`src/rtl/lpc_split_pkg.sv`:
```
package lpc_split_pkg;
  typedef enum logic [3:0] {
    PH_IDLE, PH_START, PH_CTDIR, PH_ADDR, PH_WDATA, PH_TAR_DRV,
    PH_TAR_REL, PH_SYNC, PH_RDATA, PH_TAR_END, PH_ABORT
  } phase_e;

  localparam logic [3:0] NIB_START  = 4'h0;
  localparam logic [3:0] NIB_ONES   = 4'hF;
  localparam logic [3:0] SYNC_READY = 4'h0;
  localparam logic [3:0] SYNC_SHORT = 4'h5;
  localparam logic [3:0] SYNC_LONG  = 4'h6;
  localparam logic [3:0] SYNC_ERR   = 4'hA;
endpackage

```
`src/rtl/lpc_sync_watch.sv`:
```
module lpc_sync_watch
  import lpc_split_pkg::*;
#(
  parameter int TIMEOUT = 4
) (
  input  logic       clk_i,
  input  logic       rst_ni,
  input  logic       active_i,
  input  logic [3:0] lad_i,
  output logic       ready_o,
  output logic       fail_o
);
  localparam int TW = $clog2(TIMEOUT + 1);

  logic [TW-1:0] miss_q;
  logic is_wait, known, miss;

  assign is_wait = (lad_i == SYNC_SHORT) || (lad_i == SYNC_LONG);
  assign known   = is_wait || (lad_i == SYNC_READY) || (lad_i == SYNC_ERR);
  assign miss    = active_i && !known;
  assign ready_o = active_i && (lad_i == SYNC_READY);
  assign fail_o  = active_i && ((lad_i == SYNC_ERR) ||
                                (miss && miss_q == TW'(TIMEOUT - 1)));

  // consecutive misses only; a wait or any exit restarts the window
  always_ff @(posedge clk_i or negedge rst_ni) begin
    if (!rst_ni)                miss_q <= '0;
    else if (miss && !fail_o)   miss_q <= miss_q + 1'b1;
    else                        miss_q <= '0;
  end

  AST_MISS_BOUND: assert property (@(posedge clk_i) disable iff (!rst_ni)
    miss_q < TW'(TIMEOUT));
  AST_WAIT_RESTART: assert property (@(posedge clk_i) disable iff (!rst_ni)
    (active_i && is_wait) |=> (miss_q == '0));
endmodule

```
`src/rtl/lpc_lad_drive.sv`:
```
module lpc_lad_drive
  import lpc_split_pkg::*;
#(
  parameter int ADDR_W = 32,
  parameter int CW     = 3
) (
  input  phase_e            ph_i,
  input  logic [CW-1:0]     cnt_i,
  input  logic [ADDR_W-1:0] baddr_i,
  input  logic [7:0]        wbyte_i,
  input  logic              wr_i,
  input  logic              mem_i,
  output logic [3:0]        lad_o,
  output logic              lad_oe_o,
  output logic              lframe_no
);
  localparam int NW = $clog2(ADDR_W / 4);

  logic [NW-1:0] nib;
  assign nib = NW'(cnt_i);

  always_comb begin
    lad_o     = NIB_ONES;
    lad_oe_o  = 1'b1;
    lframe_no = 1'b1;
    unique case (ph_i)
      PH_START:   begin lad_o = NIB_START; lframe_no = 1'b0; end
      PH_CTDIR:   lad_o = {1'b0, mem_i, wr_i, 1'b0};
      PH_ADDR:    lad_o = baddr_i[{nib, 2'b00} +: 4];
      PH_WDATA:   lad_o = cnt_i[0] ? wbyte_i[7:4] : wbyte_i[3:0];
      PH_TAR_DRV: lad_o = NIB_ONES;
      PH_ABORT:   lframe_no = 1'b0;
      default:    lad_oe_o = 1'b0;
    endcase
  end
endmodule

```
`src/rtl/lpc_rd_gather.sv`:
```
module lpc_rd_gather #(
  parameter int LANES = 4,
  parameter int LW    = 2
) (
  input  logic               clk_i,
  input  logic               rst_ni,
  input  logic               clear_i,
  input  logic               fill_i,
  input  logic               cap_i,
  input  logic [LW-1:0]      lane_i,
  input  logic               hi_i,
  input  logic [3:0]         nib_i,
  output logic [8*LANES-1:0] word_o
);
  for (genvar g = 0; g < LANES; g++) begin : g_lane
    logic [7:0] byte_q;
    always_ff @(posedge clk_i or negedge rst_ni) begin
      if (!rst_ni)                           byte_q <= '0;
      else if (clear_i)                      byte_q <= '0;
      else if (fill_i)                       byte_q <= 8'hFF;
      else if (cap_i && lane_i == LW'(g)) begin
        if (hi_i) byte_q[7:4] <= nib_i;
        else      byte_q[3:0] <= nib_i;
      end
    end
    assign word_o[8*g +: 8] = byte_q;
  end
endmodule

```
`src/rtl/lpc_host_splitter.sv`:
```
module lpc_host_splitter
  import lpc_split_pkg::*;
#(
  parameter int ADDR_W       = 32,
  parameter int DATA_W       = 32,
  parameter int TIMEOUT_CLKS = 4,
  parameter int ABORT_CLKS   = 4
) (
  input  logic              clk_i,
  input  logic              rst_ni,
  input  logic              req_valid_i,
  output logic              req_ready_o,
  input  logic              req_write_i,
  input  logic              req_mem_i,
  input  logic [1:0]        req_size_i,
  input  logic [ADDR_W-1:0] req_addr_i,
  input  logic [DATA_W-1:0] req_wdata_i,
  output logic              done_o,
  output logic              abort_o,
  output logic [DATA_W-1:0] rdata_o,
  output logic              lframe_no,
  output logic [3:0]        lad_o,
  output logic              lad_oe_o,
  input  logic [3:0]        lad_i
);
  localparam int NBYTES  = DATA_W / 8;
  localparam int LW      = (NBYTES > 1) ? $clog2(NBYTES) : 1;
  localparam int CNT_MAX = (ABORT_CLKS > 8) ? ABORT_CLKS : 8;
  localparam int CW      = $clog2(CNT_MAX);
  localparam int MEM_NIB = ADDR_W / 4;
  localparam int IO_NIB  = 4;

  phase_e            ph_q;
  logic [CW-1:0]     cnt_q;
  logic [LW-1:0]     bidx_q, last_q;
  logic [ADDR_W-1:0] addr_q, baddr;
  logic [DATA_W-1:0] wdata_q;
  logic              wr_q, mem_q, done_q, abort_q;
  logic              sync_ready, sync_fail, accept;
  logic [7:0]        wbyte;

  assign accept      = req_valid_i && (ph_q == PH_IDLE);
  assign req_ready_o = (ph_q == PH_IDLE);
  assign baddr       = addr_q + ADDR_W'(bidx_q);
  assign wbyte       = wdata_q[{bidx_q, 3'b000} +: 8];
  assign done_o      = done_q;
  assign abort_o     = abort_q;

  always_ff @(posedge clk_i or negedge rst_ni) begin
    if (!rst_ni) begin
      ph_q    <= PH_IDLE;
      cnt_q   <= '0;
      bidx_q  <= '0;
      last_q  <= '0;
      addr_q  <= '0;
      wdata_q <= '0;
      wr_q    <= 1'b0;
      mem_q   <= 1'b0;
      done_q  <= 1'b0;
      abort_q <= 1'b0;
    end else begin
      done_q <= 1'b0;
      unique case (ph_q)
        PH_IDLE: if (accept) begin
          addr_q  <= req_addr_i;
          wdata_q <= req_wdata_i;
          wr_q    <= req_write_i;
          mem_q   <= req_mem_i;
          bidx_q  <= '0;
          unique case (req_size_i)
            2'd0:    last_q <= '0;
            2'd1:    last_q <= LW'(1);
            default: last_q <= LW'(NBYTES - 1);
          endcase
          ph_q <= PH_START;
        end
        PH_START: ph_q <= PH_CTDIR;
        PH_CTDIR: begin
          cnt_q <= mem_q ? CW'(MEM_NIB - 1) : CW'(IO_NIB - 1);
          ph_q  <= PH_ADDR;
        end
        PH_ADDR: begin
          if (cnt_q == '0) ph_q <= wr_q ? PH_WDATA : PH_TAR_DRV;
          else             cnt_q <= cnt_q - 1'b1;
        end
        PH_WDATA: begin
          if (cnt_q[0]) begin cnt_q <= '0; ph_q <= PH_TAR_DRV; end
          else          cnt_q <= cnt_q + 1'b1;
        end
        PH_TAR_DRV: ph_q <= PH_TAR_REL;
        PH_TAR_REL: ph_q <= PH_SYNC;
        PH_SYNC: begin
          cnt_q <= '0;
          if (sync_fail)       ph_q <= PH_ABORT;
          else if (sync_ready) ph_q <= wr_q ? PH_TAR_END : PH_RDATA;
        end
        PH_RDATA: begin
          if (cnt_q[0]) begin cnt_q <= '0; ph_q <= PH_TAR_END; end
          else          cnt_q <= cnt_q + 1'b1;
        end
        PH_TAR_END: begin
          if (cnt_q[0]) begin
            cnt_q <= '0;
            if (bidx_q == last_q) begin
              ph_q    <= PH_IDLE;
              done_q  <= 1'b1;
              abort_q <= 1'b0;
            end else begin
              bidx_q <= bidx_q + 1'b1;
              ph_q   <= PH_START;
            end
          end else cnt_q <= cnt_q + 1'b1;
        end
        PH_ABORT: begin
          if (cnt_q == CW'(ABORT_CLKS - 1)) begin
            cnt_q   <= '0;
            ph_q    <= PH_IDLE;
            done_q  <= 1'b1;
            abort_q <= 1'b1;
          end else cnt_q <= cnt_q + 1'b1;
        end
        default: ph_q <= PH_IDLE;
      endcase
    end
  end

  lpc_sync_watch #(.TIMEOUT(TIMEOUT_CLKS)) u_sync (
    .clk_i    (clk_i),
    .rst_ni   (rst_ni),
    .active_i (ph_q == PH_SYNC),
    .lad_i    (lad_i),
    .ready_o  (sync_ready),
    .fail_o   (sync_fail)
  );

  lpc_lad_drive #(.ADDR_W(ADDR_W), .CW(CW)) u_drive (
    .ph_i      (ph_q),
    .cnt_i     (cnt_q),
    .baddr_i   (baddr),
    .wbyte_i   (wbyte),
    .wr_i      (wr_q),
    .mem_i     (mem_q),
    .lad_o     (lad_o),
    .lad_oe_o  (lad_oe_o),
    .lframe_no (lframe_no)
  );

  lpc_rd_gather #(.LANES(NBYTES), .LW(LW)) u_gather (
    .clk_i   (clk_i),
    .rst_ni  (rst_ni),
    .clear_i (accept),
    .fill_i  (sync_fail),
    .cap_i   (ph_q == PH_RDATA),
    .lane_i  (bidx_q),
    .hi_i    (cnt_q[0]),
    .nib_i   (lad_i),
    .word_o  (rdata_o)
  );

  AST_ACCEPT_BUSY: assert property (@(posedge clk_i) disable iff (!rst_ni)
    (req_valid_i && req_ready_o) |=> !req_ready_o);
  AST_START_ONE_CLK: assert property (@(posedge clk_i) disable iff (!rst_ni)
    (!lframe_no && lad_o == NIB_START) |=> (lframe_no && lad_oe_o));
  AST_BYTE_BOUND: assert property (@(posedge clk_i) disable iff (!rst_ni)
    (ph_q != PH_IDLE) |-> (bidx_q <= last_q));
  AST_TAR_RELEASE: assert property (@(posedge clk_i) disable iff (!rst_ni)
    (ph_q == PH_TAR_DRV) |=> !lad_oe_o);
  AST_ABORT_ONES: assert property (@(posedge clk_i) disable iff (!rst_ni)
    (done_o && abort_o) |-> (rdata_o == '1));
  AST_DONE_PULSE: assert property (@(posedge clk_i) disable iff (!rst_ni)
    done_o |=> !done_o);
endmodule

```
`config.mk`:
```
export PLATFORM = sky130hd
export DESIGN_NAME = lpc_host_splitter
export DESIGN_NICKNAME = d
export VERILOG_FILES = /design/src/rtl/lpc_split_pkg.sv /design/src/rtl/lpc_sync_watch.sv /design/src/rtl/lpc_lad_drive.sv /design/src/rtl/lpc_rd_gather.sv /design/src/rtl/lpc_host_splitter.sv
export SDC_FILE = /design/constraint.sdc
export NUM_CORES = 1
export LEC_CHECK = 0
export ABC_AREA = 1
export CAP_MARGIN = 0
export CELL_PAD_IN_SITES_DETAIL_PLACEMENT = 0
export CELL_PAD_IN_SITES_GLOBAL_PLACEMENT = 2
export CORE_MARGIN = 8
export CORE_UTILIZATION = 32
export CTS_BUF_LIST = sky130_fd_sc_hd__clkbuf_8 sky130_fd_sc_hd__clkbuf_16
export CTS_CLUSTER_SIZE = 12
export DETAILED_ROUTE_END_ITERATION = 8
export PLACE_DENSITY_LB_ADDON = 0.1
export RECOVER_POWER = 100
export SYNTH_ARGS = -nofsm -noshare
export SYNTH_HDL_FRONTEND = slang
export SYNTH_HIERARCHICAL = 1
export SYNTH_SLANG_ARGS = --single-unit
```
`constraint.sdc`:
```
create_clock -name clk_i -period 5 [get_ports clk_i]
set_clock_uncertainty 0.2 [all_clocks]
set_input_delay 1.5 -clock clk_i [delete_from_list [all_inputs] [get_ports clk_i]]
set_output_delay 1.5 -clock clk_i [all_outputs]
set_load 0.01 [all_outputs]
```
Yosys cells after proc, flatten, opt, wreduce, memory -nomap -nowiden --
Index checks and enable logic that the tools add are counted. W data, S select, Z words.
Word-level totals: register bits after elaboration 114, output and inout bits 41, word-level logic and storage cells 151
Operators by class: $add $sub $neg 5, equal/unequal tests 31, shift operators 2, multiplexer cells 49, reductions and logical operators 45
Operators by type and width (number):
- $mux W8 | 12
- $mux W4 | 11
- $pmux W4 S11 | 1
- $add A32 B2 Y32 | 1
- $shiftx A32 B6 Y4 | 1
- $shiftx A32 B6 Y8 | 1
- $eq A4 B3 Y1 const B | 6
- $reduce_and A2 Y1 | 10
- $eq A4 B4 Y1 const B | 4
- $ne A2 B2 Y1 const B | 8
- $pmux W4 S4 | 1
- $mux W3 | 5
- $pmux W3 S5 | 1
- $reduce_bool A3 Y1 | 5
- $mux W1 | 11
- $logic_and A1 B1 Y1 | 10
- $eq A4 B2 Y1 const B | 2
- $logic_not A4 Y1 | 2
- $pmux W2 S2 | 2
- $reduce_and A4 Y1 | 2
- $reduce_and A7 Y1 | 1
- $add A3 B1 Y3 const B | 2
- $eq A3 B2 Y1 const B | 2
- $mux W2 | 3
- other kinds (19) | 28

Logic depth before layout (Yosys ltp) --
Gate-level depths: netlist of run 1.
word-level depth 12, mapped depth 17, mapped depth without buffers 17

Modules after synthesis --
The synthesis of run 1 kept the hierarchy.
Modules (own cells, without submodules):
- lpc_host_splitter | times used 1, cells an instance 667, area each 4662.0 sq um
- lpc_rd_gather | times used 1, cells an instance 163, area each 1376.3 sq um
- lpc_lad_drive | times used 1, cells an instance 148, area each 646.9 sq um
- lpc_sync_watch | times used 1, cells an instance 27, area each 211.5 sq um

Least setup slack after synthesis of run 1 --
Ideal clock, no wire load.
path kind register to output, start point register bidx_q[1], end point output port lad_o[0], arrival 2.277 ns, setup slack 1.023 ns, cell stages (with the launch flop) 16, buffers on the path 1, cells stage by stage dfrtp_1 inv_1 clkbuf_1 fa_1 inv_1 nand3_1 nor2_2 nand3_1 nor2_1 xor2_1 inv_1 nand2_1 nand3_1 nand3_1 nand3_1 nand2_1
On the way: longest elaborated chain between the ends 3
RTL lines:
- start, declared | RTL line lpc_host_splitter.sv:35 | logic [LW-1:0] bidx_q, last_q;
- start signal, assigned | RTL line lpc_host_splitter.sv:109 | bidx_q <= bidx_q + 1'b1;
- $add A32 B2 Y32 | RTL line lpc_host_splitter.sv:44 | assign baddr = addr_q + ADDR_W'(bidx_q);
- via baddr[16] | RTL line lpc_host_splitter.sv:36 | logic [ADDR_W-1:0] addr_q, baddr;
- $shiftx A32 B6 Y4 | RTL line lpc_lad_drive.sv:29 | PH_ADDR: lad_o = baddr_i[{nib, 2'b00} +: 4];
- $pmux W4 S4 | RTL line lpc_lad_drive.sv:26 | unique case (ph_i)
- end, declared | RTL line lpc_host_splitter.sv:22 | output logic [3:0] lad_o,
The timed path passes the listed nets, and every way through them passes these cells.

Final worst setup path of run 1 --
start point register bidx_q[1], end point output port lad_o[3]
Same word-level chain as after synthesis.

==> results of run 1 <==
-- cells by family (layout without fill, tap and decap cells) --
logic type | after synthesis | count (layout) | share of synthesized area [%]
compound gates | 76 | 76 | 6.005
xor+xnor | 16 | 16 | 2.032
fa+ha+maj | 11 | 11 | 2.105
buf+inv | 141 | 269 | 9.053
flops | 114 | 114 | 41.36
simple gates | 647 | 647 | 39.44
-- flip-flops by register name, indices dropped and copies added (netlist names) --
register                count
addr_q                     32
u_sync/miss_q               3
done_o                      1
abort_o                     1
ph_q                        4
wdata_q                    32
wr_q                        1
mem_q                       1
last_q                      2
u_gather/g_lane.byte_q     32
bidx_q                      2
cnt_q                       3
-- final timing paths --
check,slack (ps),cells after the start,endpoint
worst max register to register,1520,12,u_gather/g_lane[2].byte_q[6]$_DFFE_PN0P_
max in group asynchronous,1220,2,u_gather/g_lane[3].byte_q[6]$_DFFE_PN0P_
worst min-delay path,250,1,u_sync/miss_q[0]$_DFF_PN0_
worst max-delay path,290,14,lad_o[3]
min in group asynchronous,1310,1,wdata_q[4]$_DFFE_PN0P_
worst min register to register,250,1,u_sync/miss_q[0]$_DFF_PN0_
-- where the power goes --
group / internal, W / leakage (nW) / switching [W]
Clock: 0.000749 / 0.299 / 0.000493
Sequential: 0.00135 / 1.41 / 0.000371
Combinational: 0.000863 / 2.64 / 0.00143
-- worst max-delay path, delay by kind of cell (launching register included) --
| kind | cells | cell delay, ps |
|---|---|---|
| buffers and inverters | 3 | 770 |
| xor gates and xnor gates | 1 | 160 |
| adders and majority gates | 1 | 310 |
| and+or+nand+nor | 8 | 930 |
| AOI/OAI and AO/OA | 1 | 80 |
| DFF | 1 | 370 |
-- stage by stage --
step           utilization (%)  hold slack, ps  cells
2_1_floorplan                -           209.0   1005
3_3_place_gp             39.24           222.0   1374
3_5_place_dp             39.24           245.5   1374
4_1_cts                  42.11           256.7   1406
5_1_grt                  41.92           278.0   1408
6_report                 41.92           252.8   1408
-- placed cells by master (no fill, tap or decap), types with 4 or more instances in the layout --
master	netlist	layout
a21oi_1	4	4
buf_4	10	7
clkbuf_16	0	17
clkdlybuf4s50_1	0	75
dfrtp_1	114	114
dlygate4sd3_1	0	37
ha_1	10	10
inv_1	98	101
inv_2	10	7
inv_6	0	6
nand2_1	425	429
nand2_2	10	6
nand3_1	89	89
nand3_2	5	5
nand4_1	7	7
nor2_1	79	80
nor2_2	8	5
nor2_4	3	5
nor3_1	13	12
o21ai_0	29	55
o22ai_1	10	10
xor2_1	15	15
-- repair_timing --
| item | CTS | global route |
|---|---|---|
| endpoints found under the setup margin | 2 | 4 |
| pin swaps | 1 | 2 |
| gates resized for setup | 2 | 10 |
| buffers inserted | 0 | 2 |
-- final cells by class --
class | instances | area (um^2) | share of cell area (%)
clock buffer | 17 | 425.4 | 4.812
sequential | 114 | 2853 | 32.27
tap | 275 | 344.1 | 3.892
inverter | 111 | 417.9 | 4.727
multi-input combinational | 750 | 3418 | 38.66
clock inverter | 15 | 170.2 | 1.925
timing repair buffer | 126 | 1212 | 13.71
-- routing by layer --
metal,track usage (%),share of wire (%),vias up
met2,26.41,44,127
met1,22.87,50,3037
li1,-,-,3370
met4,4.796,1.3,0
met5,0,0,-
met3,3.716,4.5,19
==> metrics.md, run 1 <==
| Metric | Value |
|---|---|
| DP HPWL | `between 15000 and 20000 um` |
| Fraction of registers with async set or reset after synthesis | `100.0%` |
| WL per Instance | `15.47 um` |
| HP Class | `flop to flop` |
| Vias per cell | `~4.7` |
| Data arrival time of the worst path | `3010 ps` |
| Number of flops mapped to enable cells by yosys | `0` |
| Syn avg cell area | `just under 7 um^2` |
| CP peak stage delay | `530 ps` |
| Clk_lat worst skew | `410 ps` |
| Reg2reg start | `ph_q[1]$_DFFE_PN0P_` |
| Top cell type by total area after synthesis | `dfrtp_1` |
| Antenna violation net count after detailed routing | `0` |
| Failing checks | `max-capacitance violations, max-slew violations` |
| Power Total | `0.005253 W` |
| Initial antenna violation count | `0` |
| Die Wd | `~160 um` |
| Post-synthesis cell area | `approximately 0.0069 mm^2` |
| Slowest CP cell | `clkdlybuf4s50_1` |
| Yosys warns | `6` |
| Slew headroom | `-17.39%` |
| Largest net degree at the start of global routing | `between 100 and 150` |
| Register area share after synthesis | `roughly two fifths` |
| Die height | `162.8 um` |
| #FFs+latches synth | `114` |
| Final Instance Area | `approximately 0.0088 mm^2` |
| Placed instance area | `0.008275 mm^2` |
| DRC | `0` |
| P per Cell Area | `about 590 mW/mm^2` |
| # port buffers | `115` |
| Fillers | `2285` |
| Clk buf depth | `2` |
| Vias in the first global route | `6661` |
| Core area | `0.02109 mm^2` |
| Die Area | `0.02651 mm^2` |
| Setup violations, final | `0` |
| Root Driver | `clkbuf_16` |
| Top post-synthesis cells by area | `dfrtp_1, nand2_1, nand3_1, inv_1, nor2_1` |
| Post-Place Setup Slack | `349.9 ps` |
| Grt ovf | `0` |
| Final WL | `about 22000 um` |
| Crit Path Max Fanout | `16` |
| Crit start category | `flop` |
| Layout cell share with drive strength beyond 1 | `~6.8%` |
| Actual slew at the worst max-slew pin | `approximately 1800 ps` |
| Top-count cell post-synth | `nand2_1` |
| Most used flip-flop cell after synthesis | `dfrtp_1` |
| First-pass GRT wire length | `~36000 um` |
| Status | `finished, violations left` |
| Critical path capture point type | `output port` |
| RSZ-0062 raised after global routing | `no` |
| Drt pass-1 iters | `5` |
| Total of max-cap violations | `3` |
| H-tree levels | `4` |
| Syn Nets | `between 1000 and 1500` |
| Initial core utilization | `between 30 and 40%` |
| Top-area cell type share of the netlist area | `41.36%` |
| HP Start | `u_sync/miss_q[0]$_DFF_PN0_` |
| Period utilization | `94.24%` |
| CTS tree | `done` |
| Max frequency | `around 210 MHz` |
| Synthesized instance count | `~1000` |
| Antenna Cells | `0` |
| Post-synth top cells | `nand2_1, dfrtp_1, inv_1` |
| Crit path time final | `around 4700 ps` |
| Setup ws final | `just under 300 ps` |
| Vias | `about 6600` |
| Crit path from | `bidx_q[1]$_DFFE_PN0P_` |
| CTS clk-pin slew, worst paths | `about 60 ps` |
| Nets | `1206` |
| Row cnt | `53` |
| # IOs | `roughly 120` |
| DRT iter0 DRCs | `308` |
| WP data required | `about 3300 ps` |
| Cell variety after synth | `36` |
| Placer Congestion | `0.8124` |
| Gr usage total | `between 10% and 20%` |
| Critical path type | `flop to output port` |
| Peak supply drop | `approximately 0.20 mV` |
| Slew Limit Fails | `around 200` |
| Cells along the critical path | `buf_4 > ha_1 > a21oi_2 > nor2_4 > nand2_1 > nor2_4 > xor2_1 > inv_1 > nand2_1 > nand3_1 > nand3_1 > nand3_1 > nand2_1 > clkdlybuf4s50_1` |
| Setup TNS | `0 ps` |
| Area Growth Syn to Fin | `28.19%` |
| Leakage | `about 4.3 nW` |
| Clock Sinks | `114` |
| Number of CTS-inserted buffers | `17` |
| Hold Vio Cnt, Final | `0` |
| Hold buffers post-CTS | `0` |
(Power assumes the default switching activity.)
==> run 2, diff against run 1 <==
--- a/config.mk
+++ b/config.mk
@@ -6,14 +6,16 @@
 export NUM_CORES = 1
 export LEC_CHECK = 0
 export ABC_AREA = 1
+export ABC_CLOCK_PERIOD_IN_PS = 5000
 export CAP_MARGIN = 0
-export CELL_PAD_IN_SITES_DETAIL_PLACEMENT = 0
-export CELL_PAD_IN_SITES_GLOBAL_PLACEMENT = 2
+export CELL_PAD_IN_SITES_DETAIL_PLACEMENT = 1
+export CELL_PAD_IN_SITES_GLOBAL_PLACEMENT = 1
 export CORE_MARGIN = 8
-export CORE_UTILIZATION = 32
+export CORE_UTILIZATION = 41
 export CTS_BUF_LIST = sky130_fd_sc_hd__clkbuf_8 sky130_fd_sc_hd__clkbuf_16
 export CTS_CLUSTER_SIZE = 12
 export DETAILED_ROUTE_END_ITERATION = 8
+export HOLD_SLACK_MARGIN = 0.12
 export PLACE_DENSITY_LB_ADDON = 0.1
 export RECOVER_POWER = 100
 export SYNTH_ARGS = -nofsm -noshare
==> metrics.md, run 2 (same netlist as run 1, synthesis figures left out) <==
| Metric | Value |
|---|---|
| P per Cell Area | `609.6 mW/mm^2 (+2.6%)` |
| Clock Sinks | `114 (unchanged)` |
| Critical path type | `flop to output port` |
| Initial antenna violation count | `0 (unchanged)` |
| Nets | `1206 (unchanged)` |
| Data arrival time of the worst path | `3090 ps (+80 ps)` |
| # port buffers | `115 (unchanged)` |
| Peak supply drop | `0.2874 mV (+45%)` |
| Clk buf depth | `2 (unchanged)` |
| Slew Limit Fails | `254 (+25%)` |
| Row cnt | `47 (-11%)` |
| H-tree levels | `4 (unchanged)` |
| Period utilization | `95.70% (+1.5 points)` |
| Hold Vio Cnt, Final | `0 (unchanged)` |
| Commonest cells after routing, fill and taps aside | `nand2_1, dfrtp_1, inv_1` |
| Leakage | `4.380 nW (+0.69%)` |
| DRT iter0 DRCs | `308 (unchanged)` |
| HP Class | `flop to flop` |
| Reg2reg start | `ph_q[1]$_DFFE_PN0P_` |
| Fillers | `2146 (-6.1%)` |
| Antenna violation net count after detailed routing | `0 (unchanged)` |
| # IOs | `116 (unchanged)` |
| Critical path capture point type | `output port` |
| Clk_lat worst skew | `430 ps (+20 ps)` |
| Root Driver | `clkbuf_16` |
| First-pass GRT wire length | `38000 um (+6.9%)` |
| Die Area | `0.02123 mm^2 (-20%)` |
| Cell count of the worst reg-to-reg path | `10 (-2)` |
| Number of CTS-inserted buffers | `17 (unchanged)` |
| Hold Path Stages | `1 (unchanged)` |
| CTS tree | `done` |
| Max frequency | `209.0 MHz (-1.5%)` |
| Setup TNS | `0 ps (unchanged)` |
| Final Instance Area | `0.008828 mm^2 (-0.14%)` |
| WP data required | `3300 ps (about the same)` |
| Crit start category | `flop` |
| Area of the multi-input gates | `0.003448 mm^2 (+0.88%)` |
| Int Power | `0.003014 W (+1.8%)` |
| Actual slew at the worst max-slew pin | `2946 ps (+1185 ps)` |
| R2r endpoint | `u_gather/g_lane[2].byte_q[0]$_DFFE_PN0P_` |
| Die Wd | `145.7 um (-11%)` |
| Vias per cell | `5.092 (+9.4%)` |
| Crit path time final | `4785 ps (+73.33 ps)` |
| Seq pwr share | `32.0% (-0.7 points)` |
| Hold buffers post-CTS | `0 (unchanged)` |
| Internal reg-to-reg setup slack | `1420 ps (-100 ps)` |
| Setup violations, final | `0 (unchanged)` |
| Initial core utilization | `41.74% (+9.0 points)` |
| Grt ovf | `0 (unchanged)` |
| Largest net degree at the start of global routing | `115 (+14%)` |
| Die height | `145.7 um (-11%)` |
| DP HPWL | `16390 um (+2.3%)` |
| HP Start | `u_sync/miss_q[0]$_DFF_PN0_` |
| DRC | `0 (unchanged)` |
| Storage cell area | `0.002853 mm^2 (unchanged)` |
| NetSw | `0.002367 W (+3.4%)` |
| Largest regs | `addr_q: 32 flops, u_gather/g_lane.byte_q: 32 flops, wdata_q: 32 flops` |
| Core area | `0.01652 mm^2 (-22%)` |
| Drt pass-1 iters | `5 (unchanged)` |
| Vias | `6890 (+5.1%)` |
| Gr usage total | `21.98% (+5.1 points)` |
| Final WL | `22770 um (+4.5%)` |
| Failing checks | `max-capacitance violations, max-slew violations` |
| Layout cell share with drive strength beyond 1 | `7.502% (+0.71 points)` |
| Placed instance area | `0.008190 mm^2 (-1.0%)` |
| Crit Path Max Fanout | `16 (unchanged)` |
| WL per Instance | `16.83 um (+8.8%)` |
| Total of max-cap violations | `3 (unchanged)` |
| Placer Congestion | `0.8648 (+6.5%)` |
| RSZ-0062 raised after global routing | `no` |
| Status | `finished, violations left` |
| CTS clk-pin slew, worst paths | `60 ps (about the same)` |
| Most common cell after layout, fill and taps aside | `nand2_1` |
| Clk pwr share | `23.8% (+0.2 points)` |
| Area Growth Syn to Fin | `28.01%` |
| Vias in the first global route | `7412 (+11%)` |
| Logic gate share of total power | `44.2% (+0.6 points)` |
| Net Sw Frac | `43.99% (+0.39 points)` |
| Worst Hold End | `u_sync/miss_q[0]$_DFF_PN0_` |
| Slew headroom | `-96.41% (-79 points)` |
| Antenna Cells | `0 (unchanged)` |
run 2: critical path: stages (launching register included):
cell             delay, ps
dfrtp_1                380
buf_4                  190
ha_1                   310
a21oi_2                 80
nor2_4                 170
nand2_1                130
nor2_2                 190
xor2_1                 170
inv_1                   60
nand2_1                 50
nand3_1                 80
nand3_1                120
nand3_1                100
nand2_1                 90
clkdlybuf4s50_1        530
run 2: how the worst max path moves through the flow:
stage / from / end / slack (ps)
after floorplan: bidx_q[1]$_DFFE_PN0P_ / lad_o[0] / 1020
after global placement: bidx_q[0]$_DFFE_PN0P_ / lad_o[0] / 400
after detailed placement: bidx_q[0]$_DFFE_PN0P_ / lad_o[0] / 340
after CTS: bidx_q[0]$_DFFE_PN0P_ / lad_o[0] / 40
after global routing: bidx_q[1]$_DFFE_PN0P_ / lad_o[1] / 6
final: bidx_q[1]$_DFFE_PN0P_ / lad_o[1] / 210
run 2: area by class of cell:
| class | count | share of cell area, % |
|---|---|---|
| inverter | 111 | 4.719 |
| multi-input combinational | 750 | 39.06 |
| timing repair buffer | 126 | 13.90 |
| sequential | 114 | 32.31 |
| clock buffer | 17 | 4.819 |
| tap | 220 | 3.118 |
| clock inverter | 15 | 2.069 |
run 2: power groups by stage:
| stage | clock [W] | combinational [W] | sequential [W] |
|---|---|---|---|
| global placement | 0 | 0.00236 | 0.00172 |
| finish | 0.00128 | 0.00238 | 0.00172 |
| detailed placement | 0 | 0.00243 | 0.00173 |
| global route | 0.00133 | 0.00269 | 0.00178 |
| floorplan | 0 | 0.00153 | 0.00167 |
| CTS | 0.00130 | 0.00247 | 0.00172 |
run 2: metrics by stage:
stage                     utilization (%)  cells  hold slack, ps  power, W  worst slack, ps
after floorplan                         -   1005           209.0  0.003205             1023
after global placement              49.56   1317           227.2  0.004076            402.4
after detailed placement            49.56   1317           230.0  0.004160            343.4
after CTS                           53.40   1350           238.3  0.005497            38.87
after global routing                53.43   1353           260.1  0.005801            5.946
final                               53.43   1353           231.7  0.005382            214.8
run 2: repair_timing:
action,CTS,global route
cloned,0,0
buffers inserted,1,3
gates resized for setup,4,11
endpoints found under the setup margin,2,4
pin swaps,1,2
run 2: layer usage:
| metal | part of all wire, % | global-route usage (%) |
|---|---|---|
| met3 | 4.3 | 4.882 |
| met5 | 0 | 0 |
| met2 | 48 | 36.60 |
| met1 | 46 | 27.96 |
| met4 | 1.9 | 6.455 |
